### src/rtl/cmdc_pkg.sv
package cmdc_pkg;
   typedef enum logic [1:0] {
      KIND_UNKNOWN  = 2'd0,
      KIND_SINGLE   = 2'd1,
      KIND_FIXED    = 2'd2,
      KIND_EXTENDED = 2'd3
   } cmd_kind_e;

   typedef struct packed {
      cmd_kind_e  kind;
      logic [7:0] len;
   } cmd_class_t;
endpackage

### src/rtl/cmdc_decode.sv
module cmdc_decode
   import cmdc_pkg::*;
#(
   parameter logic [7:0] OP_INIT      = 8'h01,
   parameter logic [7:0] OP_CONTRAST  = 8'h02,
   parameter logic [7:0] OP_DISP      = 8'h03,
   parameter logic [7:0] OP_LED       = 8'h04,
   parameter logic [7:0] OP_BEEP      = 8'h05,
   parameter int         LEN_INIT     = 0,
   parameter int         LEN_CONTRAST = 1,
   parameter int         LEN_LED      = 1,
   parameter int         LEN_BEEP     = 0,
   parameter int         HDR_LEN      = 2
) (
   input  logic [7:0] opcode_i,
   output cmd_class_t class_o
);
   localparam int NUM_OPS = 5;
   localparam logic [7:0] OPS  [NUM_OPS] = '{OP_INIT, OP_CONTRAST, OP_DISP, OP_LED, OP_BEEP};
   localparam logic [7:0] LENS [NUM_OPS] = '{8'(LEN_INIT), 8'(LEN_CONTRAST), 8'(HDR_LEN),
                                             8'(LEN_LED), 8'(LEN_BEEP)};
   localparam logic [NUM_OPS-1:0] EXT_MASK = 5'b00100;

   if (HDR_LEN < 1 || HDR_LEN > 255) begin : g_bad_hdr
      $error("cmdc_decode: HDR_LEN must be in 1..255");
   end

   for (genvar a = 0; a < NUM_OPS; a++) begin : g_uniq_a
      for (genvar b = a + 1; b < NUM_OPS; b++) begin : g_uniq_b
         if (OPS[a] == OPS[b]) begin : g_dup
            $error("cmdc_decode: opcode table holds a duplicate value");
         end
      end
   end

   logic [NUM_OPS-1:0] hit;

   for (genvar g = 0; g < NUM_OPS; g++) begin : g_match
      assign hit[g] = (opcode_i == OPS[g]);
   end

   always_comb begin
      class_o.kind = KIND_UNKNOWN;
      class_o.len  = 8'd0;
      for (int i = 0; i < NUM_OPS; i++) begin
         if (hit[i]) begin
            class_o.len = LENS[i];
            if (EXT_MASK[i])
               class_o.kind = KIND_EXTENDED;
            else if (LENS[i] == 8'd0)
               class_o.kind = KIND_SINGLE;
            else
               class_o.kind = KIND_FIXED;
         end
      end
   end
endmodule

### src/rtl/cmdc_arg_buffer.sv
module cmdc_arg_buffer #(
   parameter int DEPTH     = 16,
   parameter int DATA_W    = 8,
   parameter bit CLEAR_MEM = 1'b1,
   localparam int IDX_W    = $clog2(DEPTH)
) (
   input  logic              clk,
   input  logic              rst_n,
   input  logic              wr_en_i,
   input  logic [IDX_W-1:0]  wr_idx_i,
   input  logic [DATA_W-1:0] wr_data_i,
   input  logic [IDX_W-1:0]  rd_idx_i,
   output logic [DATA_W-1:0] rd_data_o
);
   if (DEPTH < 2 || DEPTH > 256) begin : g_bad_depth
      $error("cmdc_arg_buffer: DEPTH must be in 2..256");
   end
   if ((1 << IDX_W) != DEPTH) begin : g_bad_pow2
      $error("cmdc_arg_buffer: DEPTH must be a power of two");
   end

   logic [DATA_W-1:0] mem [DEPTH];

   for (genvar e = 0; e < DEPTH; e++) begin : g_entry
      logic sel;
      assign sel = wr_en_i && (wr_idx_i == IDX_W'(e));
      if (CLEAR_MEM) begin : g_rst
         always_ff @(posedge clk or negedge rst_n) begin
            if (!rst_n)   mem[e] <= '0;
            else if (sel) mem[e] <= wr_data_i;
         end
      end else begin : g_norst
         always_ff @(posedge clk) begin
            if (sel) mem[e] <= wr_data_i;
         end
      end
   end

   assign rd_data_o = mem[rd_idx_i];
endmodule

### src/rtl/cmdc_sequencer.sv
module cmdc_sequencer
   import cmdc_pkg::*;
#(
   parameter int DEPTH  = 16,
   localparam int IDX_W = $clog2(DEPTH),
   localparam int TOT_W = 9
) (
   input  logic             clk,
   input  logic             rst_n,
   input  logic             strobe_i,
   input  logic [7:0]       byte_i,
   input  cmd_class_t       class_i,
   output logic             wr_en_o,
   output logic [IDX_W-1:0] wr_idx_o,
   output logic [7:0]       opcode_o,
   output logic [TOT_W-1:0] total_o,
   output logic             ready_o,
   output logic             unknown_o,
   output logic             clipped_o,
   output logic             empty_o,
   output logic             ext_o,
   output logic [7:0]       remain_o
);
   localparam logic [TOT_W-1:0] DEPTH_T = TOT_W'(DEPTH);

   logic             empty_q, ext_q, ready_q, unk_q, clip_q;
   logic [7:0]       opcode_q, remain_q;
   logic [TOT_W-1:0] total_q;
   logic             in_room;

   assign in_room  = (total_q < DEPTH_T);
   assign wr_en_o  = strobe_i && !empty_q && in_room;
   assign wr_idx_o = total_q[IDX_W-1:0];

   always_ff @(posedge clk or negedge rst_n) begin
      if (!rst_n) begin
         empty_q  <= 1'b1;
         ext_q    <= 1'b0;
         ready_q  <= 1'b0;
         unk_q    <= 1'b0;
         clip_q   <= 1'b0;
         opcode_q <= 8'd0;
         remain_q <= 8'd0;
         total_q  <= '0;
      end else begin
         ready_q <= 1'b0;
         unk_q   <= 1'b0;
         if (strobe_i) begin
            if (empty_q) begin
               unique case (class_i.kind)
                  KIND_UNKNOWN: unk_q <= 1'b1;
                  KIND_SINGLE: begin
                     ready_q  <= 1'b1;
                     opcode_q <= byte_i;
                     total_q  <= '0;
                     clip_q   <= 1'b0;
                  end
                  default: begin
                     opcode_q <= byte_i;
                     total_q  <= '0;
                     clip_q   <= 1'b0;
                     empty_q  <= 1'b0;
                     ext_q    <= (class_i.kind == KIND_EXTENDED);
                     remain_q <= class_i.len;
                  end
               endcase
            end else begin
               total_q <= total_q + 1'b1;
               if (!in_room) clip_q <= 1'b1;
               if (remain_q == 8'd1) begin
                  if (ext_q && byte_i != 8'd0) begin
                     ext_q    <= 1'b0;
                     remain_q <= byte_i;
                  end else begin
                     ext_q    <= 1'b0;
                     empty_q  <= 1'b1;
                     ready_q  <= 1'b1;
                     remain_q <= 8'd0;
                  end
               end else begin
                  remain_q <= remain_q - 1'b1;
               end
            end
         end
      end
   end

   assign opcode_o  = opcode_q;
   assign total_o   = total_q;
   assign ready_o   = ready_q;
   assign unknown_o = unk_q;
   assign clipped_o = clip_q;
   assign empty_o   = empty_q;
   assign ext_o     = ext_q;
   assign remain_o  = remain_q;
endmodule

### src/rtl/cmd_collector.sv
module cmd_collector
   import cmdc_pkg::*;
#(
   parameter int         BUF_DEPTH    = 16,
   parameter bit         CLEAR_MEM    = 1'b1,
   parameter logic [7:0] OP_INIT      = 8'h01,
   parameter logic [7:0] OP_CONTRAST  = 8'h02,
   parameter logic [7:0] OP_DISP      = 8'h03,
   parameter logic [7:0] OP_LED       = 8'h04,
   parameter logic [7:0] OP_BEEP      = 8'h05,
   parameter int         LEN_INIT     = 0,
   parameter int         LEN_CONTRAST = 1,
   parameter int         LEN_LED      = 1,
   parameter int         LEN_BEEP     = 0,
   parameter int         HDR_LEN      = 2,
   localparam int        IDX_W        = $clog2(BUF_DEPTH),
   localparam int        TOT_W        = 9
) (
   input  logic             clk,
   input  logic             rst_n,
   input  logic [7:0]       byte_i,
   input  logic             strobe_i,
   input  logic [IDX_W-1:0] rd_idx_i,
   output logic [7:0]       rd_data_o,
   output logic [7:0]       opcode_o,
   output logic [TOT_W-1:0] arg_cnt_o,
   output logic             ready_o,
   output logic             unknown_o,
   output logic             clipped_o
);
   cmd_class_t       cls;
   logic             wr_en;
   logic [IDX_W-1:0] wr_idx;
   logic             cmd_empty, cmd_ext;
   logic [7:0]       remain;

   cmdc_decode #(
      .OP_INIT(OP_INIT), .OP_CONTRAST(OP_CONTRAST), .OP_DISP(OP_DISP),
      .OP_LED(OP_LED), .OP_BEEP(OP_BEEP), .LEN_INIT(LEN_INIT),
      .LEN_CONTRAST(LEN_CONTRAST), .LEN_LED(LEN_LED), .LEN_BEEP(LEN_BEEP),
      .HDR_LEN(HDR_LEN)
   ) i_decode (
      .opcode_i(byte_i),
      .class_o (cls)
   );

   cmdc_sequencer #(.DEPTH(BUF_DEPTH)) i_seq (
      .clk      (clk),
      .rst_n    (rst_n),
      .strobe_i (strobe_i),
      .byte_i   (byte_i),
      .class_i  (cls),
      .wr_en_o  (wr_en),
      .wr_idx_o (wr_idx),
      .opcode_o (opcode_o),
      .total_o  (arg_cnt_o),
      .ready_o  (ready_o),
      .unknown_o(unknown_o),
      .clipped_o(clipped_o),
      .empty_o  (cmd_empty),
      .ext_o    (cmd_ext),
      .remain_o (remain)
   );

   cmdc_arg_buffer #(.DEPTH(BUF_DEPTH), .DATA_W(8), .CLEAR_MEM(CLEAR_MEM)) i_buf (
      .clk      (clk),
      .rst_n    (rst_n),
      .wr_en_i  (wr_en),
      .wr_idx_i (wr_idx),
      .wr_data_i(byte_i),
      .rd_idx_i (rd_idx_i),
      .rd_data_o(rd_data_o)
   );
endmodule

### config.mk
export PLATFORM = sky130hd
export DESIGN_NAME = cmd_collector
export DESIGN_NICKNAME = d
export VERILOG_FILES = /design/src/rtl/cmdc_pkg.sv /design/src/rtl/cmdc_decode.sv /design/src/rtl/cmdc_arg_buffer.sv /design/src/rtl/cmdc_sequencer.sv /design/src/rtl/cmd_collector.sv
export SDC_FILE = /design/constraint.sdc
export NUM_CORES = 1
export LEC_CHECK = 0
export BUFFER_PORTS_ARGS = -buffer_cell sky130_fd_sc_hd__buf_2
export CORE_MARGIN = 5
export CORE_UTILIZATION = 45
export DETAILED_ROUTE_END_ITERATION = 8
export GPL_ROUTABILITY_DRIVEN = 0
export PLACE_DENSITY = 0.67
export REMOVE_ABC_BUFFERS = 1
export SYNTH_ARGS = -nofsm -noshare
export SYNTH_HDL_FRONTEND = slang
export SYNTH_HIERARCHICAL = 1
export SYNTH_SLANG_ARGS = --single-unit
export TNS_END_PERCENT = 30
### constraint.sdc
create_clock -name clk -period 2.6 [get_ports clk]
set_input_delay 0.13 -clock clk [delete_from_list [all_inputs] [get_ports clk]]
set_output_delay 0.13 -clock clk [all_outputs]
set_load 0.01 [all_outputs]
# Yosys cells after proc, flatten, opt, wreduce, memory -nomap -nowiden
# Index checks and enable logic that the tools add are counted.
# word_totals
ff_bits	158
# op_classes
add_sub_neg	2
n_lt_le_gt_ge	2
n_eq_ne	26
muxes	30
bitwise_logic	2
reduce_logical	30
# ops
cell	count
$mux 8	6
$mux 10	4
$bmux 8 s4	1
$eq 4x4->1 const B	8
$mux 9	3
$logic_and 1x1->1	19
$eq 4x3->1 const B	4
$eq 8x1->1 const B	2
$eq 8x2->1 const B	2
$eq 8x3->1 const B	2
$mux 1	16
$add 9x1->9 const B	1
$lt 9x5->1 const B	1
$reduce_and 3->1	3
$eq 4x2->1 const B	2
$reduce_bool 8->1	1
$sub 8x1->8 const B	1
$ge 5x5->1 const B	1
$not 4->5	1
$eq 4x1->1 const B	1
$logic_not 4->1	1
$ne 2x2->1 const B	2
$reduce_and 2->1	2
$eq 2x1->1 const B	1
other kinds (7)	7

# Logic depth before layout (Yosys ltp)
# Gate-level depths: netlist of run 1.
# depth
depth_word	10
mapped_depth	7
mapped_depth_nobuf	6

# Modules after synthesis
# The synthesis of run 1 kept the hierarchy.
# modules_own_cells
module	n_inst	cells_per_inst	area_per_inst_um2	seq_area_each_um2
cmdc_arg_buffer	1	364	5903.2	3203.1
cmdc_sequencer	1	190	1706.6	752.0
cmdc_decode	1	16	122.6	0.0

# Worst setup path before layout of run 1
# No wires, ideal clock.
# synth_timing
path_type	input port to flip-flop
start	in byte_i[4]
end	reg i_seq.total_q[8] (netlist: i_seq/total_o[8])
setup_ns	0.078
arrival_time_ns	2.189
slack_ns	0.333
stages	7
path_buffers	1
path_cell_list	or4_4 > a2111oi_2 > or3b_2 > clkbuf_1 > nand2b_1 > or3_1 > a21oi_1
# synth_lines
element	line_no	text
start, declared	cmd_collector.sv:21	input logic [7:0] byte_i,
end signal, assigned	cmdc_sequencer.sv:68	total_q <= total_q + 1'b1;
end, declared	cmdc_sequencer.sv:28	logic [TOT_W-1:0] total_q;

# Worst setup path in the final report of run 1
# layout_timing
start	reg i_seq.total_q[6] (netlist: i_seq/total_o[6])
end	reg i_buf/mem[8] in the netlist's numbering
# layout_between
elab_chain_len	3
# layout_rtl
element	line_no	text
$lt 9x5->1	cmdc_sequencer.sv:31	assign in_room = (total_q < DEPTH_T);
$logic_and 1x1->1	cmdc_sequencer.sv:32	assign wr_en_o = strobe_i && !empty_q && in_room;
net wr_en	cmd_collector.sv:32	logic wr_en;
$logic_and 1x1->1	cmdc_arg_buffer.sv:26	assign sel = wr_en_i && (wr_idx_i == IDX_W'(e));
end signal, assigned by index	cmdc_arg_buffer.sv:30	else if (sel) mem[e] <= wr_data_i;
end, declared	cmdc_arg_buffer.sv:22	logic [DATA_W-1:0] mem [DEPTH];
# The timed path passes the listed nets, and every way through them passes these cells.
# A chain may end at the register's enable or synchronous reset.

==> results of run 1 <==
## metal layers
metal	global-route usage [%]	vias to the layer above
met5	0	-
met4	5.66	0
met3	3.83	18
met2	32.2	94
met1	26.2	2625
li1	-	2214
## synth_stat cells, types with 5 or more instances
master	instances
nor2_2	9
mux2_2	128
mux4_2	17
buf_4	11
a22oi_1	16
nand4_1	7
nor4_1	5
o21ai_0	10
dfrtp_1	157
nand3_1	6
inv_1	5
nor2_1	16
a21oi_1	6
mux4_1	14
clkbuf_1	14
buf_2	10
nand2b_1	11
nand2_1	45
nor3b_1	5
xor2_1	6
## worst paths after layout
path | to | startpoint | slack, ps | depth (start not counted)
hold / removal | i_seq/total_o[0]$_DFFE_PN0P_ | strobe_i | 190 | 4
hold reg to reg | i_seq/opcode_o[6]$_DFFE_PN0P_ | i_seq/opcode_o[6]$_DFFE_PN0P_ | 480 | 2
max in group asynchronous | i_buf/mem[7]$_DFFE_PN0P_ | rst_n | 1640 | 3
setup / recovery | i_buf/mem[8]$_DFFE_PN0P_ | i_seq/total_o[6]$_DFFE_PN0P_ | 220 | 6
min in group asynchronous | i_seq/opcode_o[0]$_DFFE_PN0P_ | rst_n | 260 | 2
setup reg to reg | i_buf/mem[8]$_DFFE_PN0P_ | i_seq/total_o[6]$_DFFE_PN0P_ | 220 | 6
## layout make-up
type,instances,area (µm²)
fillers,1488,8220
flip-flops and latches,158,3960
multi-input cells,369,3510
repair buffers,69,459
clock buffers,20,447
well taps,225,282
clock inverters,11,165
inverters,5,18.8
## flip-flops by register name, summed over array words and instances (netlist names)
name             flops
i_buf/mem          128
i_seq/ready_o        1
i_seq/remain_o       8
i_seq/ext_o          1
i_seq/opcode_o       8
i_seq/clipped_o      1
i_seq/total_o        9
i_seq/empty_o        1
i_seq/unknown_o      1
## cells by family (layout without fill, tap and decap cells)
group           after synthesis  in the layout  synth area share [%]
other cells                   1              6                0.0485
flops                       158            158                  51.1
compound gates               56             56                  5.15
simple gates                132            132                  9.45
fa+ha+maj                     3              3                 0.485
mux                         162            162                  28.9
xor+xnor                     10             10                  1.13
buf+inv                      48            105                  3.66
## worst reg2reg max path: cells and delay by family, from the launching register on
kind             cells  cell delay, ps
DFF                  1             420
muxes                1             410
and+or+nand+nor      5            1420
## where the power goes
group	leakage (nW)	total, mW	switching [mW]	internal, mW
Sequential	1.99	4.12	0.633	3.49
Clock	0.300	2.58	0.962	1.62
Combinational	1.72	2.43	0.967	1.46
Total	4.00	9.14	2.56	6.57
## metrics by stage
| step | worst slack (ps) | util (%) | std cells |
|---|---|---|---|
| 3_5_place_dp | 219 | 48.2 | 825 |
| 2_1_floorplan | 222 | - | 532 |
| 5_1_grt | 71.1 | 51.8 | 857 |
| 6_report | 223 | 51.8 | 857 |
| 3_3_place_gp | 245 | 48.2 | 825 |
| 4_1_cts | 202 | 51.8 | 857 |
==> impl_metrics.yaml, run 1 <==
detailed_routing:
  finalWirelength_um: 18200
  drt_iter0_drc: 420
  avgRoutedWirePerCell_um: 21.2
  dr.pass1.iters: 4
  route.detailed.drc: 0
  top_layer_used: "met4"
  dr_wl_met2_um: 9070
  ant_nets: 0
  route.met3.wl_um: 650
  m1WireLength_um: 8230
  via_count: 4951
  via_per_inst: 5.78
yosys:
  ys_types: 61
  yosysSeqAreaShare_pct: 51.1
  ys_seq_elements: 158
  synthTopCellsByArea: "dfrtp_1 51%, mux2_2 19%, mux4_2 5.0%, mux4_1 4.8%, nand2_1 2.2%"
  yosys.area.top_type_share_pct: 50.8
  synthArstFlopShare_pct: 100
  avgSynthCellArea_um2: 13.6
  synthCells: 570
  syn_area_mm2: 0.00773
  yosys_most_used_dff: "dfrtp_1"
  synth-edff-count: 0
  synth_largest_area_cell: "dfrtp_1"
  ys.warnings.count: 6
cts:
  clock_sinks: 158
  ctsResizeCount: 0
  post_cts_buffers: 0
  cts_max_level: 4
  cts_buffer_depth: 2
  cts-root-buf: "clkbuf_16"
  cts_tree: "yes"
  cts_buffers: 17
  insertion_delay_ps: 420
  clkTransAtPathRegs_ps: 60
  ctsHoldBuffers: 1
critical_path:
  critical_path_class: "flip-flop to flip-flop"
  path_delay_family: "simple AND/OR/NAND/NOR gates"
  crit_buf_inv: 0
  crit_chain: "nor3_1 -> nand2_1 -> nor2_1 -> nand3_1 -> nor2_2 -> mux2_2"
  cp_data_required_time_ps: 2900
  slowest_delay_ps: 530
  cp-end-kind: "flip-flop"
  cp.arrival_ps: 2680
  slowest_stage: "nor2_2"
  critPathMaxFanout: 8
  start_kind: "flip-flop"
sta:
  timing.hold.ws_ps: 186
  fin_crit_ps: 2380
  slew_violations: 0
  slew_headroom_pct: 50.3
  fmax_ghz: 0.421
  tns_ps: 0
  setup_violations: 0
  fin_skew_ps: 5.82
  fin_crit_sh_pct: 91.4
  final_hold_viol_count: 0
  worst_pin_slew_ps: 744
  rsz0062_at_grt: "no"
status:
  status: "completed"
global_routing:
  track_usage_pct: 19.5
  grt_pass1_wl_um: 29800
  overflow: 0
  grt_pass1_vias: 5301
  grt_max_degree: 63
  antenna_found_initial: 0
layout:
  n_antenna_cell: 0
  finalInstanceArea_mm2: 0.00884
  final_cell_mix: "157 x dfrtp_1, 128 x mux2_2, 45 x nand2_1"
  drive_gt1_share_pct: 41.5
  syn_to_final_growth_pct: 14.3
  final_nets: 638
  layout_commonest_cell: "dfrtp_1"
floorplan:
  die_y_um: 141
  dieWidth_um: 141
  pin_count: 43
  die_area_mm2: 0.0199
  core_area_mm2: 0.0171
  rows: 48
  initial_utilization_pct: 45.3
job:
  cap_violations: 0
place:
  hpwl_um: 12200
  placed_area_mm2: 0.00822
  portBuffers: 42
min_path:
  min_path_type: "input pin to flip-flop"
power:
  p_leak_nw: 4.00
  vdd_drop_max_mv: 0.529
  pwr_density_cell_mw_per_mm2: 1030
  p_total_mw: 9.14
Note: power is estimated with default switching activity, not from simulation.
==> inputs of run 2 (changes only) <==
--- a/config.mk
+++ b/config.mk
@@ -5,6 +5,7 @@
 export SDC_FILE = /design/constraint.sdc
 export NUM_CORES = 1
 export LEC_CHECK = 0
+export ABC_AREA = 1
 export BUFFER_PORTS_ARGS = -buffer_cell sky130_fd_sc_hd__buf_2
 export CORE_MARGIN = 5
 export CORE_UTILIZATION = 45
@@ -14,6 +15,5 @@
 export REMOVE_ABC_BUFFERS = 1
 export SYNTH_ARGS = -nofsm -noshare
 export SYNTH_HDL_FRONTEND = slang
-export SYNTH_HIERARCHICAL = 1
 export SYNTH_SLANG_ARGS = --single-unit
 export TNS_END_PERCENT = 30
==> run 2 against run 1 <==
Sequential share of layout area increased by 1.6 points. Area after synthesis shrank 2.3%. Register-to-register slack gained 260 ps. Combinational power shrank 27%. Maximum frequency up 12%. Via count increased by 28%. Flip-flop and latch count unchanged. Sequential power fell by 18%. Critical path depth down 1. Worst setup slack improved by 260 ps. Critical endpoint is now i_buf.mem[6]$_DFFE_PN0P_.
==> impl_metrics.yaml, run 2 <==
status:
  status: "completed"
cts:
  cts-root-buf: "clkbuf_16"
  cts_buffer_depth: 2
  cts_tree: "yes"
  ctsHoldBuffers: 1
  clock_sinks: 158
  clkTransAtPathRegs_ps: 60
  post_cts_buffers: 0
  insertion_delay_ps: 430
  ctsResizeCount: 0
  cts_max_level: 4
  cts_buffers: 17
sta:
  slew_headroom_pct: 48.4
  fmax_ghz: 0.472
  fin_crit_sh_pct: 81.5
  timing.hold.ws_ps: 34.2
  setup_ws_ps: 481
  rsz0062_at_grt: "no"
  tns_ps: 0
  setup_violations: 0
  worst_pin_slew_ps: 773
  final_hold_viol_count: 0
  fin_crit_ps: 2120
  slew_violations: 0
  fin_skew_ps: 10.4
critical_path:
  cp-end-kind: "flip-flop"
  slowest_stage: "nand3_1"
  critical_path_class: "flip-flop to flip-flop"
  cp_common_cell: "inv_1"
  crit_chain: "inv_1 -> nand2_2 -> inv_1 -> nand3_1 -> o21ai_0"
  cp_data_required_time_ps: 2920
  start_kind: "flip-flop"
  slowest_delay_ps: 540
  critPathMaxFanout: 16
  reg2reg_setup_slack_ps: 480
  cp.arrival_ps: 2440
  crit_buf_inv: 2
  path_delay_family: "simple AND/OR/NAND/NOR gates"
detailed_routing:
  via_count: 6323
  drt_iter0_drc: 432
  ant_nets: 0
  dr.pass1.iters: 5
  via_per_inst: 5.38
  avgRoutedWirePerCell_um: 16.3
  route.detailed.drc: 0
  finalWirelength_um: 19200
layout:
  final_nets: 964
  top_register: "i_buf.mem"
  n_antenna_cell: 0
  syn_to_final_growth_pct: 12.9
  instances_no_fill: 1175
  largest_reg_flops: 128
  fill_cells: 1569
  final_cell_mix: "185 x nand2_1, 157 x dfrtp_1, 135 x nor2_1"
  layout_commonest_cell: "nand2_1"
  drive_gt1_share_pct: 11.5
floorplan:
  rows: 47
  core_area_mm2: 0.0165
  pin_count: 43
  dieWidth_um: 140
  die_area_mm2: 0.0195
  die_y_um: 140
  initial_utilization_pct: 45.7
place:
  dp.cells: 1143
  hpwl_um: 12200
  portBuffers: 42
  place_ws_ps: 576
global_routing:
  overflow: 0
  track_usage_pct: 20.1
  grt_pass1_wl_um: 31300
  antenna_found_initial: 0
  grt_max_degree: 65
  grt_pass1_vias: 5953
power:
  p_leak_nw: 3.98
  pwr_density_cell_mw_per_mm2: 901
  vdd_drop_max_mv: 0.501
yosys:
  synth_largest_area_cell: "dfrtp_1"
  synth.most_common_cell: "nand2_1"
  synthTopCellsByArea: "dfrtp_1 52%, nand2_1 9.2%, o21ai_0 8.6%, nor2_1 6.7%, o21ai_1 6.5%"
  yosys.area.top_type_share_pct: 52.0
  yosysSeqAreaShare_pct: 52.4
  synth-edff-count: 0
  synthArstFlopShare_pct: 100
  syn_area_mm2: 0.00755
  avgSynthCellArea_um2: 8.22
  ys_types: 29
  synthCells: 919
  synth_common_cells: "185 x nand2_1, 157 x dfrtp_1, 135 x nor2_1"
  yosys_most_used_dff: "dfrtp_1"
  ys.warnings.count: 0
  ys_seq_elements: 158
min_path:
  min_path_type: "input pin to flip-flop"
job:
  cap_violations: 0
run 2: path summary, 6_finish.rpt:
path                                             start                     endpoint  depth (start not counted)
setup / recovery             i_seq.empty_o$_DFFE_PN1P_     i_buf.mem[6]$_DFFE_PN0P_                          5
hold / removal                                strobe_i      i_seq.ready_o$_DFF_PN0_                          2
setup reg to reg             i_seq.empty_o$_DFFE_PN1P_     i_buf.mem[6]$_DFFE_PN0P_                          5
hold reg to reg            i_seq.clipped_o$_DFFE_PN0P_  i_seq.clipped_o$_DFFE_PN0P_                          2
max in group asynchronous                        rst_n    i_buf.mem[56]$_DFFE_PN0P_                          3
min in group asynchronous                        rst_n    i_buf.mem[22]$_DFFE_PN0P_                          2
run 2: stage by stage:
stage | util [%] | area [µm²] | total power [mW]
5_1_grt | 51.6 | 8530 | 8.14
3_5_place_dp | 48.0 | 7930 | 5.17
6_report | 51.6 | 8530 | 7.68
4_1_cts | 51.6 | 8530 | 7.72
3_3_place_gp | 48.0 | 7930 | 5.13
2_1_floorplan | - | 7260 | 4.54
run 2: layout make-up:
| cell class | instances | area [µm²] | share of cell area (%) |
|---|---|---|---|
| Inverter | 46 | 173 | 2.02 |
| Tap cell | 220 | 275 | 3.23 |
| Sequential cell | 158 | 3960 | 46.4 |
| Clock inverter | 6 | 109 | 1.28 |
| Multi-Input combinational cell | 661 | 3130 | 36.7 |
| Clock buffer | 25 | 475 | 5.58 |
| Timing Repair Buffer | 59 | 409 | 4.80 |
run 2: routing by layer:
metal	track usage [%]	wire length, µm	vias to the layer above
li1	-	-	3107
met1	28.0	9200	3029
met2	31.5	8780	168
met3	5.11	1030	19
met4	5.20	197	0
met5	0	0	-
run 2: report_power, final:
group          switching (mW)  leakage [nW]  total (mW)  internal, mW
logic                    1.11          1.54        1.78         0.670
clock network           0.981         0.285        2.54          1.56
registers               0.355          2.15        3.37          3.01
total                    2.45          3.98        7.68          5.24
run 2: logic make-up (layout without fill, tap and decap cells):
group | Yosys count | in the layout | synth area share (%)
AOI/OAI and AO/OA | 265 | 265 | 18.7
xor gates and xnor gates | 5 | 5 | 0.580
adders and majority gates | 6 | 6 | 0.994
DFF | 158 | 158 | 52.4
buffers and inverters | 100 | 136 | 6.16
and+or+nand+nor | 385 | 385 | 21.1
==> inputs of run 3 (changes only) <==
--- a/config.mk
+++ b/config.mk
@@ -5,13 +5,13 @@
 export SDC_FILE = /design/constraint.sdc
 export NUM_CORES = 1
 export LEC_CHECK = 0
-export ABC_AREA = 1
+export ABC_AREA = 0
 export BUFFER_PORTS_ARGS = -buffer_cell sky130_fd_sc_hd__buf_2
 export CORE_MARGIN = 5
 export CORE_UTILIZATION = 45
 export DETAILED_ROUTE_END_ITERATION = 8
 export GPL_ROUTABILITY_DRIVEN = 0
-export PLACE_DENSITY = 0.67
+export PLACE_DENSITY = 0.69
 export REMOVE_ABC_BUFFERS = 1
 export SYNTH_ARGS = -nofsm -noshare
 export SYNTH_HDL_FRONTEND = slang
==> constraint.sdc (replaced) <==
create_clock -name clk -period 1.8 [get_ports clk]
set_input_delay 0.09 -clock clk [delete_from_list [all_inputs] [get_ports clk]]
set_output_delay 0.09 -clock clk [all_outputs]
set_load 0.01 [all_outputs]
==> run 3 against run 2 <==
The flow now finishes with violations (negative setup slack). Non-clock buffer count rose by 68. Register-to-register slack got worse by 750 ps. Routed wire length fell by 0.19%. Cell area grew 16%. Sequential power increased by 53%. Via count decreased by 20%. Synthesized cell count is 43% lower. Clock skew fell by 1.2 ps. Area after synthesis rose by 2.0%. Clock power up 32%. Critical endpoint is now rd_data_o[2]. Largest power group unchanged. Highest routed layer unchanged.
==> impl_metrics.yaml, run 3 <==
sta:
  slew_headroom_pct: 69.5
  slew_violations: 0
  fin_skew_ps: 9.22
  fin_crit_ps: 2080
  setup_violations: 136
  fin_crit_sh_pct: 116
  setup_ws_ps: -280
  worst_pin_slew_ps: 458
  fmax_ghz: 0.481
  tns_ps: -23570
  final_hold_viol_count: 0
  rsz0062_at_grt: "yes"
job:
  cap_violations: 0
floorplan:
  pin_count: 43
  core_area_mm2: 0.0167
  die_y_um: 141
  initial_utilization_pct: 46.1
  die_area_mm2: 0.0198
  rows: 47
  dieWidth_um: 141
global_routing:
  grt_pass1_vias: 5448
  track_usage_pct: 20.0
  overflow: 0
  antenna_found_initial: 0
  grt_max_degree: 42
  grt_pass1_wl_um: 31000
cts:
  clock_sinks: 158
  clkTransAtPathRegs_ps: 60
  insertion_delay_ps: 420
  cts-root-buf: "clkbuf_16"
  cts_max_level: 4
  cts_tree: "yes"
  cts_buffers: 17
  cts_buffer_depth: 2
critical_path:
  cp_data_required_time_ps: 1710
  critical_path_class: "flip-flop to output port"
  cp.arrival_ps: 1990
  reg2reg_setup_slack_ps: -270
  start_kind: "flip-flop"
  cp-end-kind: "output port"
  critPathMaxFanout: 2
detailed_routing:
  route.detailed.drc: 0
  avgRoutedWirePerCell_um: 22.0
  dr.pass1.iters: 5
  via_per_inst: 5.85
  drt_iter0_drc: 526
  via_count: 5090
  ant_nets: 0
  finalWirelength_um: 19200
power:
  pwr_density_cell_mw_per_mm2: 1300
  p_total_mw: 12.9
  p_leak_nw: 4.56
  vdd_drop_max_mv: 0.694
layout:
  top_register: "i_buf.mem"
  fill_cells: 1269
  syn_to_final_growth_pct: 28.8
  n_antenna_cell: 0
  instances_no_fill: 870
  final_cell_mix: "157 x dfrtp_1, 94 x mux2_4, 60 x buf_4"
  drive_gt1_share_pct: 55.5
  layout_commonest_cell: "dfrtp_1"
  final_nets: 658
  largest_reg_flops: 128
  finalInstanceArea_mm2: 0.00992
  fin_util_pct: 59.4
place:
  placed_area_mm2: 0.00881
  portBuffers: 42
  hpwl_um: 13000
  dp.cells: 832
yosys:
  synth.most_common_cell: "dfrtp_1"
  synth_common_cells: "157 x dfrtp_1, 131 x mux2_2, 40 x mux4_2"
  synth_largest_area_cell: "dfrtp_1"
  avgSynthCellArea_um2: 14.6
  synthTopCellsByArea: "dfrtp_1 51%, mux2_2 19%, mux4_2 12%, nor4_4 3.3%, clkbuf_1 1.2%"
  ys_types: 52
  yosys.area.top_type_share_pct: 51.0
  synthArstFlopShare_pct: 100
  synth-edff-count: 0
  ys_seq_elements: 158
  ys.warnings.count: 0
  syn_area_mm2: 0.00770
  yosysSeqAreaShare_pct: 51.3
  yosys_most_used_dff: "dfrtp_1"
  synthCells: 528
min_path:
  min_path_type: "input pin to flip-flop"
status:
  violations: "negative setup slack"
  status: "finished, violations left"
run 3: routing by layer:
layer	up-vias	track usage [%]	share of wire (%)
li1	2213	-	-
met5	-	0	0
met2	157	32.6	50
met4	0	6.27	1.6
met1	2699	27.4	45
met3	21	3.59	3.8
run 3: critical path, stage by stage (launching register included):
cell	delay, ps
dfrtp_1	400
mux4_2	490
mux4_2	530
buf_6	150
run 3: logic make-up (layout without fill, tap and decap cells):
group	count (synthesis)	after routing	share of synthesized area [%]
xor gates and xnor gates	1	1	0.114
buffers and inverters	48	170	2.66
adders and majority gates	6	6	0.975
muxes	175	175	31.4
AOI/OAI and AO/OA	48	48	4.34
and+or+nand+nor	92	92	9.19
DFF	158	158	51.3
run 3: worst paths after layout:
path | startpoint | to | cells after the start
worst max-delay path | i_buf.mem[58]$_DFFE_PN0P_ | rd_data_o[2] | 3
worst min-delay path | strobe_i | i_seq.unknown_o$_DFF_PN0_ | 4
worst max register to register | i_seq.total_o[4]$_DFFE_PN0P_ | i_buf.mem[77]$_DFFE_PN0P_ | 5
worst min register to register | i_seq.opcode_o[4]$_DFFE_PN0P_ | i_seq.opcode_o[4]$_DFFE_PN0P_ | 1
max in group asynchronous | rst_n | i_buf.mem[17]$_DFFE_PN0P_ | 3
min in group asynchronous | rst_n | i_seq.total_o[6]$_DFFE_PN0P_ | 2
run 3: per-stage QoR:
step | setup slack [ps] | hold slack [ps]
finish | -280 | 115
floorplan | -751 | -206
global placement | -337 | 36.3
CTS | -306 | 80.2
detailed placement | -348 | 38.8
global route | -319 | 127
run 3: area by class of cell:
| class | instances | area [µm²] | area share (%) |
|---|---|---|---|
| Multi-Input combinational cell | 322 | 3960 | 39.9 |
| Clock buffer | 19 | 443 | 4.47 |
| Sequential cell | 158 | 3960 | 39.9 |
| Inverter | 11 | 41.3 | 0.416 |
| Tap cell | 220 | 275 | 2.78 |
| Timing Repair Buffer | 127 | 1140 | 11.5 |
| Clock inverter | 13 | 105 | 1.06 |
run 3: where the power goes:
| part | switching (mW) | internal (mW) |
|---|---|---|
| clock | 1.52 | 1.83 |
| sequential | 0.619 | 4.53 |
| combinational | 1.90 | 2.45 |
run 3: what timing repair did:
action,4_1_cts,5_1_grt
resized for setup,92,35
cloned,0,1
hold endpoints to repair,158,0
buffers inserted,0,4
pin swaps,5,11
setup endpoints to repair,140,144
hold buffers,1,0
